`src/rtl/ses_pkg.sv`:
```
package ses_pkg;
  localparam int unsigned NSEC  = 8;
  localparam int unsigned SEC_W = 3;

  typedef enum logic [2:0] {
    S_IDLE   = 3'd0,
    S_WIN    = 3'd1,
    S_RUN    = 3'd2,
    S_SPEND  = 3'd3,
    S_SUSP   = 3'd4,
    S_NOPROT = 3'd5,
    S_FAULT  = 3'd6
  } ses_st_e;
endpackage

```
`src/rtl/ses_timer.sv`:
```
// Down-counter: load arms it with CYC-1, it counts while run is high,
// and it reports expiry on the cycle it sits at zero while running.
module ses_timer #(
  parameter int unsigned CYC = 4
) (
  input  logic clk,
  input  logic rst_n,
  input  logic load,
  input  logic run,
  output logic expired
);
  localparam int unsigned CW = (CYC > 1) ? $clog2(CYC) : 1;

  logic [CW-1:0] cnt_q, cnt_d;

  always_comb begin
    cnt_d = cnt_q;
    if (load) cnt_d = CW'(CYC - 1);
    else if (run && (cnt_q != '0)) cnt_d = cnt_q - 1'b1;
  end

  always_ff @(posedge clk or negedge rst_n) begin
    if (!rst_n) cnt_q <= '0;
    else        cnt_q <= cnt_d;
  end

  assign expired = run && (cnt_q == '0);
endmodule

```
`src/rtl/ses_engine.sv`:
```
// Walks the sectors in ascending order. Each eligible sector gets a
// zero pass and then a ones pass, one byte every STEP_CYC cycles.
module ses_engine #(
  parameter int unsigned ADDR_W   = 17,
  parameter int unsigned STEP_CYC = 4
) (
  input  logic              clk,
  input  logic              rst_n,
  input  logic              clr,
  input  logic              run,
  input  logic [7:0]        elig,
  output logic              we,
  output logic [ADDR_W-1:0] addr,
  output logic [7:0]        wdata,
  output logic              done
);
  localparam int unsigned OFF_W = ADDR_W - ses_pkg::SEC_W;
  localparam int unsigned SW    = (STEP_CYC > 1) ? $clog2(STEP_CYC) : 1;

  logic [2:0]       sec_q, sec_d;
  logic             fin_q, fin_d;
  logic             ph_q, ph_d;
  logic [OFF_W-1:0] off_q, off_d;
  logic [SW-1:0]    stp_q, stp_d;
  logic             adv;

  always_comb begin
    sec_d = sec_q;
    fin_d = fin_q;
    ph_d  = ph_q;
    off_d = off_q;
    stp_d = stp_q;
    we    = 1'b0;
    adv   = 1'b0;
    if (clr) begin
      sec_d = '0;
      fin_d = 1'b0;
      ph_d  = 1'b0;
      off_d = '0;
      stp_d = '0;
    end else if (run && !fin_q) begin
      if (!elig[sec_q]) begin
        adv = 1'b1;
      end else begin
        we = (stp_q == '0);
        if (stp_q == SW'(STEP_CYC - 1)) begin
          stp_d = '0;
          if (off_q == {OFF_W{1'b1}}) begin
            off_d = '0;
            ph_d  = ~ph_q;
            adv   = ph_q;
          end else begin
            off_d = off_q + 1'b1;
          end
        end else begin
          stp_d = stp_q + 1'b1;
        end
      end
      if (adv) begin
        if (sec_q == 3'd7) fin_d = 1'b1;
        else               sec_d = sec_q + 1'b1;
      end
    end
  end

  always_ff @(posedge clk or negedge rst_n) begin
    if (!rst_n) begin
      sec_q <= '0;
      fin_q <= 1'b0;
      ph_q  <= 1'b0;
      off_q <= '0;
      stp_q <= '0;
    end else begin
      sec_q <= sec_d;
      fin_q <= fin_d;
      ph_q  <= ph_d;
      off_q <= off_d;
      stp_q <= stp_d;
    end
  end

  assign addr  = {sec_q, off_q};
  assign wdata = ph_q ? 8'hFF : 8'h00;
  assign done  = fin_q;
endmodule

```
`src/rtl/ses_status.sv`:
```
// Decides whether a read returns status and forms the status byte.
module ses_status (
  input  logic       clk,
  input  logic       rst_n,
  input  logic       show_all,
  input  logic       susp,
  input  logic       win,
  input  logic       fault,
  input  logic [7:0] sel,
  input  logic       rd_en,
  input  logic [2:0] rd_sector,
  output logic       rd_status,
  output logic [7:0] stat_byte
);
  logic tog_q, tog_d;

  assign rd_status = show_all || (susp && sel[rd_sector]);

  always_comb begin
    tog_d = tog_q;
    if (rd_en && rd_status && !susp) tog_d = ~tog_q;
  end

  always_ff @(posedge clk or negedge rst_n) begin
    if (!rst_n) tog_q <= 1'b0;
    else        tog_q <= tog_d;
  end

  assign stat_byte = {susp, tog_q, fault, 1'b0, ~win, 3'b000};
endmodule

```
`src/rtl/sector_erase_sched.sv`:
```
module sector_erase_sched #(
  parameter int unsigned ADDR_W      = 17,
  parameter int unsigned STEP_CYC    = 4,
  parameter int unsigned WIN_CYC     = 6250,
  parameter int unsigned SUSP_CYC    = 2500,
  parameter int unsigned ALLPROT_CYC = 12500,
  parameter int unsigned FAULT_LIMIT = 2000000
) (
  input  logic              clk,
  input  logic              rst_n,
  input  logic              cmd_sec_erase,
  input  logic              cmd_chip_erase,
  input  logic              cmd_suspend,
  input  logic              cmd_resume,
  input  logic              cmd_reset,
  input  logic              cmd_misc,
  input  logic [2:0]        cmd_sector,
  input  logic              pgm_active,
  input  logic [7:0]        prot_mask,
  input  logic              rd_en,
  input  logic [2:0]        rd_sector,
  output logic              rd_status,
  output logic [7:0]        stat_byte,
  output logic              arr_we,
  output logic [ADDR_W-1:0] arr_addr,
  output logic [7:0]        arr_wdata
);
  import ses_pkg::*;

  localparam int unsigned FW = $clog2(FAULT_LIMIT + 1);

  logic [1:0]    rs_q;
  logic          rst_i;
  ses_st_e       st_q, st_d;
  logic [7:0]    sel_q, sel_d;
  logic          chip_q, chip_d;
  logic [FW-1:0] flt_q, flt_d;
  logic [7:0]    cbit, elig;
  logic          any_elig, running, flt_hit;
  logic          win_load, win_exp, spd_load, spd_exp, np_load, np_exp;
  logic          eng_done, eng_clr;

  // asynchronous assertion, synchronous release
  always_ff @(posedge clk or negedge rst_n) begin
    if (!rst_n) rs_q <= 2'b00;
    else        rs_q <= {rs_q[0], 1'b1};
  end
  assign rst_i = rs_q[1];

  assign cbit     = 8'b1 << cmd_sector;
  assign elig     = sel_q & ~prot_mask;
  assign any_elig = |elig;
  assign running  = (st_q == S_RUN) || (st_q == S_SPEND);
  assign flt_hit  = running && (flt_q == FW'(FAULT_LIMIT));
  assign win_load = cmd_sec_erase && ((st_q == S_IDLE) || (st_q == S_WIN));
  assign spd_load = (st_q == S_RUN) && cmd_suspend && !chip_q && !pgm_active;
  assign np_load  = (st_d == S_NOPROT) && (st_q != S_NOPROT);
  assign eng_clr  = (st_q == S_IDLE) || (st_q == S_WIN);

  always_comb begin
    st_d   = st_q;
    sel_d  = sel_q;
    chip_d = chip_q;
    unique case (st_q)
      S_IDLE: begin
        chip_d = 1'b0;
        if (cmd_chip_erase) begin
          sel_d  = 8'hFF;
          chip_d = 1'b1;
          st_d   = (|(~prot_mask)) ? S_RUN : S_NOPROT;
        end else if (cmd_sec_erase) begin
          sel_d = cbit;
          st_d  = S_WIN;
        end
      end
      S_WIN: begin
        if (cmd_sec_erase) begin
          sel_d = sel_q | cbit;
        end else if (cmd_suspend) begin
          st_d = S_SUSP;
        end else if (cmd_chip_erase || cmd_resume || cmd_reset || cmd_misc) begin
          st_d  = S_IDLE;
          sel_d = '0;
        end else if (win_exp) begin
          st_d = any_elig ? S_RUN : S_NOPROT;
        end
      end
      S_RUN, S_SPEND: begin
        if (flt_hit) begin
          st_d = S_FAULT;
        end else if (eng_done) begin
          st_d  = S_IDLE;
          sel_d = '0;
        end else if (spd_load) begin
          st_d = S_SPEND;
        end else if ((st_q == S_SPEND) && spd_exp) begin
          st_d = S_SUSP;
        end
      end
      S_SUSP: begin
        if (cmd_resume) st_d = any_elig ? S_RUN : S_NOPROT;
      end
      S_NOPROT: begin
        if (np_exp) begin
          st_d  = S_IDLE;
          sel_d = '0;
        end
      end
      S_FAULT: begin
        if (cmd_reset) begin
          st_d   = S_IDLE;
          sel_d  = '0;
          chip_d = 1'b0;
        end
      end
      default: begin
        st_d  = S_IDLE;
        sel_d = '0;
      end
    endcase
  end

  always_comb begin
    flt_d = flt_q;
    if (eng_clr)      flt_d = '0;
    else if (running && !flt_hit) flt_d = flt_q + 1'b1;
  end

  always_ff @(posedge clk or negedge rst_i) begin
    if (!rst_i) begin
      st_q   <= S_IDLE;
      sel_q  <= '0;
      chip_q <= 1'b0;
      flt_q  <= '0;
    end else begin
      st_q   <= st_d;
      sel_q  <= sel_d;
      chip_q <= chip_d;
      flt_q  <= flt_d;
    end
  end

  ses_timer #(.CYC(WIN_CYC)) u_win (
    .clk(clk), .rst_n(rst_i), .load(win_load),
    .run(st_q == S_WIN), .expired(win_exp)
  );

  ses_timer #(.CYC(SUSP_CYC)) u_spd (
    .clk(clk), .rst_n(rst_i), .load(spd_load),
    .run(st_q == S_SPEND), .expired(spd_exp)
  );

  ses_timer #(.CYC(ALLPROT_CYC)) u_np (
    .clk(clk), .rst_n(rst_i), .load(np_load),
    .run(st_q == S_NOPROT), .expired(np_exp)
  );

  ses_engine #(.ADDR_W(ADDR_W), .STEP_CYC(STEP_CYC)) u_eng (
    .clk(clk), .rst_n(rst_i), .clr(eng_clr), .run(running), .elig(elig),
    .we(arr_we), .addr(arr_addr), .wdata(arr_wdata), .done(eng_done)
  );

  ses_status u_stat (
    .clk(clk), .rst_n(rst_i),
    .show_all((st_q == S_WIN) || running || (st_q == S_NOPROT) || (st_q == S_FAULT)),
    .susp(st_q == S_SUSP), .win(st_q == S_WIN), .fault(st_q == S_FAULT),
    .sel(sel_q), .rd_en(rd_en), .rd_sector(rd_sector),
    .rd_status(rd_status), .stat_byte(stat_byte)
  );
endmodule

```
`config.mk`:
```
export PLATFORM = sky130hd
export DESIGN_NAME = sector_erase_sched
export DESIGN_NICKNAME = d
export VERILOG_FILES = /design/src/rtl/ses_pkg.sv /design/src/rtl/ses_timer.sv /design/src/rtl/ses_engine.sv /design/src/rtl/ses_status.sv /design/src/rtl/sector_erase_sched.sv
export SDC_FILE = /design/constraint.sdc
export NUM_CORES = 1
export LEC_CHECK = 0
export BUFFER_PORTS_ARGS = -buffer_cell sky130_fd_sc_hd__buf_2
export CAP_MARGIN = 20
export CORE_MARGIN = 3
export CORE_UTILIZATION = 45
export DETAILED_ROUTE_END_ITERATION = 10
export GPL_TIMING_DRIVEN = 0
export SKIP_LAST_GASP = 1
export SLEW_MARGIN = 30
export SYNTH_ARGS = -nofsm -noshare
export SYNTH_HDL_FRONTEND = slang
export SYNTH_SLANG_ARGS = --single-unit
```
`constraint.sdc`:
```
create_clock -name clk -period 5.21 [get_ports clk]
set_clock_uncertainty 0.1 [all_clocks]
set_input_delay 0.7815 -clock clk [delete_from_list [all_inputs] [get_ports clk]]
set_output_delay 0.7815 -clock clk [all_outputs]
set_load 0.02 [all_outputs]
```
; ---- After elaboration in Yosys (flattened, before gate mapping)
; Index checks and enable logic that the tools add are counted.
[word_totals]
ramBits = 0
output_inout_bits = 35
wordCells = 184
ff_bits = 96
mem_count = 0
in_bits = 24
latch_bits = 0
mem_bits_ro = 0
[op_classes]
mux = 72
shift = 1
reduce_logical = 61
magnitude_cmp = 2
add_sub_neg = 7
mul = 0
div = 0
n_eq_ne = 20
bitwise_logic = 7
[ops]
columns = operator, count
row1 = 14-bit two-way mux, 7
row2 = 8-bit two-way mux, 10
row3 = 3-bit two-way mux, 19
row4 = 8-bit one-hot mux with 6 select lines, 1
row5 = 21-bit two-way mux, 2
row6 = 13-bit two-way mux, 2
row7 = 12-bit two-way mux, 2
row8 = 2-bit nonzero test, 11
row9 = 21-bit by 1-bit adder with 21-bit output (second input constant), 1
row10 = 21-bit == test (second input constant), 1
row11 = 1-bit two-way mux, 21
row12 = 1-bit logical AND, 18
row13 = 3-bit one-hot mux with 6 select lines, 1
row14 = 8-bit OR reduction, 2
row15 = 3-bit == test (second input constant), 5
row16 = 14-bit by 1-bit adder with 14-bit output (second input constant), 1
row17 = 14-bit == test (second input constant), 1
row18 = 14-bit logical NOT, 1
row19 = 14-bit nonzero test, 1
row20 = 14-bit by 1-bit subtractor with 14-bit output (second input constant), 1
row21 = 13-bit logical NOT, 1
row22 = 13-bit nonzero test, 1
row23 = 13-bit by 1-bit subtractor with 13-bit output (second input constant), 1
row24 = 12-bit logical NOT, 1
row25 = other kinds (28), 58

; ---- Logic depth before layout (Yosys ltp)
[logic_depth]
word_depth = 12
ltp_mapped = 9
ltp_nobuf = 8

; ---- By module
; Synthesis repeated with hierarchy kept, for this count alone.
[unflattened]
hier_cells = 657
area_unflattened_um2 = 6078.3
[modules_own_cells]
columns = mod, instances, cells_each, seq_area_each_um2, area_each_um2
row1 = sector_erase_sched, 1, 242, 875.8, 2178.3
row2 = ses_engine, 1, 153, 525.5, 1388.8
row3 = ses_timer at u_np, 1, 90, 350.3, 900.9
row4 = ses_timer at u_win, 1, 80, 325.3, 742.0
row5 = ses_timer at u_spd, 1, 72, 300.3, 695.7
row6 = ses_status, 1, 20, 25.0, 172.7

; ---- Worst setup path before layout
; No wires, ideal clock.
[synth_timing]
kind = input-to-output
from = input port prot_mask[7]
to = output port arr_we
path_slack_ps = 2480
t_arrival_ps = 1848
path_stages = 4
t_required_ps = 4329
n_path_buf = 0
cell_sequence = nor2b_1 mux4_2 mux2_2 and3_1
[synth_via]
elab_chain_cells = 7
[synth_lines]
columns = element, line_no
row1 = from (decl), sector_erase_sched.sv:19  ; input logic [7:0] prot_mask,
row2 = 8-bit inverter, sector_erase_sched.sv:51  ; assign elig = sel_q & ~prot_mask;
row3 = 8-bit AND, sector_erase_sched.sv:51
row4 = 1-bit binary-select mux with 3-bit select, ses_engine.sv:42  ; if (!elig[sec_q]) begin
row5 = 1-bit two-way mux (implied by the code), ses_engine.sv:42
row6 = 1-bit two-way mux, ses_engine.sv:42
row7 = 1-bit two-way mux, ses_engine.sv:41  ; end else if (run && !fin_q) begin
row8 = 1-bit two-way mux, ses_engine.sv:35  ; if (clr) begin
row9 = to (decl), sector_erase_sched.sv:24  ; output logic arr_we,
; No other way between the ends. The select of a mux whose other input is x is not followed.

; ---- Worst setup path after layout
[layout_timing]
from = input port prot_mask[5]
to = output port arr_we
; The elaborated chain is that of the path after synthesis.

==> results.sh <==
export IMPL_drive_above_1_share_pct=16.13
export IMPL_drtPass1Iterations=4
export IMPL_antenna_cells=0
export IMPL_grt_overflow_total=0
export IMPL_swShare_pct=38.17
export IMPL_core_area_um2=12160
export IMPL_gp_congestion=0.8615
export IMPL_tns_ps=0
export IMPL_cp_end_kind="output pin"
export IMPL_yosysTopAreaCellShare_pct=42.51
export IMPL_grt_usage_pct=19.03
export IMPL_rsz0062_at_grt="false"
export IMPL_synth_edff_count=0
export IMPL_wl_um=13130
export IMPL_slew_violations=0
export IMPL_grt_max_degree=49
export IMPL_nets=720
export IMPL_combPwrFrac_pct=36.0
export IMPL_cts_setup_buffers=0
export IMPL_htreeDepth=3
export IMPL_clkTransAtPathRegs_ps=60
export IMPL_setup_viol=0
export IMPL_worstMarginPinSlew_ps=759.3
export IMPL_synth_cells=615
export IMPL_cp_arrival_ps=2110
export IMPL_status="complete, no violations"
export IMPL_grt_pass1_wl_um=21950
export IMPL_crit_required_ps=4330
export IMPL_power_frac_clock_pct=25.1
export IMPL_ios=59
export IMPL_hold_viol=0
export IMPL_synth_ff_type="dfrtp_1"
export IMPL_fmax_ghz=0.3339
export IMPL_synth_area_per_cell_um2=9.190
export IMPL_min_period_ps=2995
export IMPL_p_sw_w=0.001030
export IMPL_die_h_um=118.1
export IMPL_cts_tree="built"
export IMPL_ys_async_sr_fraction_pct=100.0
export IMPL_drc=0
export IMPL_clock_latency_ps=350
export IMPL_synth_distinct_cells=69
export IMPL_ys_ff_latch=96
export IMPL_internal_power_w=0.001668
export IMPL_irDropWorstVdd_mv=0.1955
export IMPL_finalCritPeriodShare_pct=57.49
export IMPL_synth_seq_area_share_pct=42.51
export IMPL_slew_headroom_pct=49.28
export IMPL_ys_top_cells_by_area="dfrtp_1, xnor2_1, nor2_1, nand2_1, o21ai_0"
export IMPL_grt_pass1_vias=4422
export IMPL_crit_fanout=9
export IMPL_portBuffers=53
export IMPL_cts_hold_buf=0
export IMPL_netlist_area_um2=5652
export IMPL_drt_iter0_drc=276
export IMPL_max_cap_viol_count=0
export IMPL_p_seq_share_pct=38.8
export IMPL_worstHoldPathType="in -> async"
export IMPL_rows=40
export IMPL_cts_buffers=9
export IMPL_power_w=0.002698
export IMPL_wire_per_inst_um=15.34
export IMPL_ff2ff_setup_slack_ps=2420
export IMPL_crit_path_start_kind="primary input"
export IMPL_leakage_nw=2.780
export IMPL_cts_sinks=96
export IMPL_p_per_area_nw_per_um2=417.0
export IMPL_dp_hpwl_um=9568
export IMPL_cts_resized=0
export IMPL_die_w_um=118.1
export IMPL_antenna_found_initial=0
export IMPL_clockBufferDepth=2
export IMPL_yosys_warnings=0
export IMPL_die_area_um2=13940
export IMPL_area_delta_synth_final_pct=14.48
export IMPL_path_class="in -> out"
export IMPL_via_per_inst=5.619
export IMPL_antenna_left=0
export IMPL_synth_top_area_cell="dfrtp_1"
export IMPL_vias=4810
export IMPL_ctsRootBufferMaster="clkbuf_16"
export IMPL_initial_core_util_pct=46.47
registers in the layout (all words and copies together), names as in the netlist:
| name | flops |
|---|---|
| flt_q | 21 |
| chip_q | 1 |
| u_eng.ph_q | 1 |
| u_eng.sec_q | 3 |
| st_q | 3 |
| u_np.cnt_q | 14 |
| u_stat.tog_q | 1 |
| u_spd.cnt_q | 12 |
| u_win.cnt_q | 13 |
| u_eng.stp_q | 2 |
| rs_q | 2 |
| sel_q | 8 |
| u_eng.done | 1 |
| u_eng.off_q | 14 |
final cells by class:
type	instances	area [µm²]
buffer	33	188.9
clock buffer	13	260.3
inverter	18	67.56
multi-input combinational	471	3004
timing repair buffer	54	292.8
fill	1154	5692
sequential	96	2406
clock inverter	3	40.04
tap	168	210.2
power by group through the flow:
stage	logic [W]	registers, W	clock network [W]
global placement	0.000939	0.00106	0
global route	0.00109	0.00108	0.000726
floorplan	0.000716	0.00104	0
CTS	0.000974	0.00105	0.000698
detailed placement	0.000970	0.00106	0
finish	0.000972	0.00105	0.000678
cells in the mapped netlist, types with 4 or more instances:
cell type	count
nor4b_1	4
o211ai_1	7
o21ai_0	36
o21ai_1	11
buf_4	15
xor2_1	8
nand3_1	20
nand2b_1	6
o22ai_1	5
inv_1	18
or3_1	11
clkbuf_1	16
o31ai_1	13
nand2_1	60
nor3_1	15
and3_1	6
nor2_1	61
mux4_2	4
nand4_1	13
nor2b_1	11
a22o_1	5
and2_1	5
a21oi_1	29
or4_1	8
ha_1	13
a31oi_1	11
dfrtp_1	96
mux2i_1	9
xnor2_1	27
nand4b_1	7
nor4_1	16
layer usage:
metal	track usage, %	wire length, µm
met2	30.48	6217
met4	6.813	203
met1	26.02	6312
met5	0	0
met3	3.268	399
cells in the final DEF, fill, tap and decap left out, types with 18 or more instances in the layout:
cell type   n
a21oi_1    29
nand2_1    60
inv_1      18
buf_2      54
dfrtp_1    95
o21ai_0    36
clkbuf_1   18
nand3_1    20
xnor2_1    27
nor2_1     61
worst max-delay path: stages:
cell and delay, ps:
buf_2 90, nor2b_1 50, mux4_2 460, mux2_2 360, and3_1 210, buf_2 160
path summary, 6_finish.rpt:
path                       cells past startpoint                           to         startpoint
min reg2reg                                    0  u_win.cnt_q[10]$_DFFE_PN0P_  rs_q[1]$_DFF_PN0_
min in group clk                               0            rs_q[1]$_DFF_PN0_  rs_q[0]$_DFF_PN0_
max                                            6                       arr_we       prot_mask[5]
max in group asynchronous                      1   u_np.cnt_q[12]$_DFFE_PN0P_  rs_q[1]$_DFF_PN0_
min                                            1            rs_q[1]$_DFF_PN0_              rst_n
max reg2reg                                    8   u_np.cnt_q[12]$_DFFE_PN0P_  st_q[1]$_DFF_PN0_
logic make-up (layout without fill, tap and decap cells):
kind of cell / after synthesis / in the layout / synth area share (%)
simple gates: 265 / 265 / 25.06
buf+inv: 51 / 121 / 4.538
mux: 15 / 15 / 3.587
fa+ha+maj: 13 / 13 / 2.878
xor+xnor: 35 / 35 / 5.424
compound gates: 138 / 138 / 15.87
flops: 96 / 96 / 42.51
other cells: 2 / 5 / 0.1329
per-stage QoR:
stage / utilization, % / std cells / worst slack [ps] / hold slack (ps) / area [µm²]
finish: 53.20 / 856 / 2215 / 107.1 / 6470
CTS: 53.20 / 856 / 2218 / 93.98 / 6470
global route: 53.20 / 856 / 2114 / 96.70 / 6470
detailed placement: 50.73 / 840 / 2133 / 239.5 / 6170
floorplan: - / 618 / 2238 / 231.2 / 5663
global placement: 50.47 / 839 / 1066 / 244.2 / 6138
No activity file was read; power rests on OpenSTA's default activity.
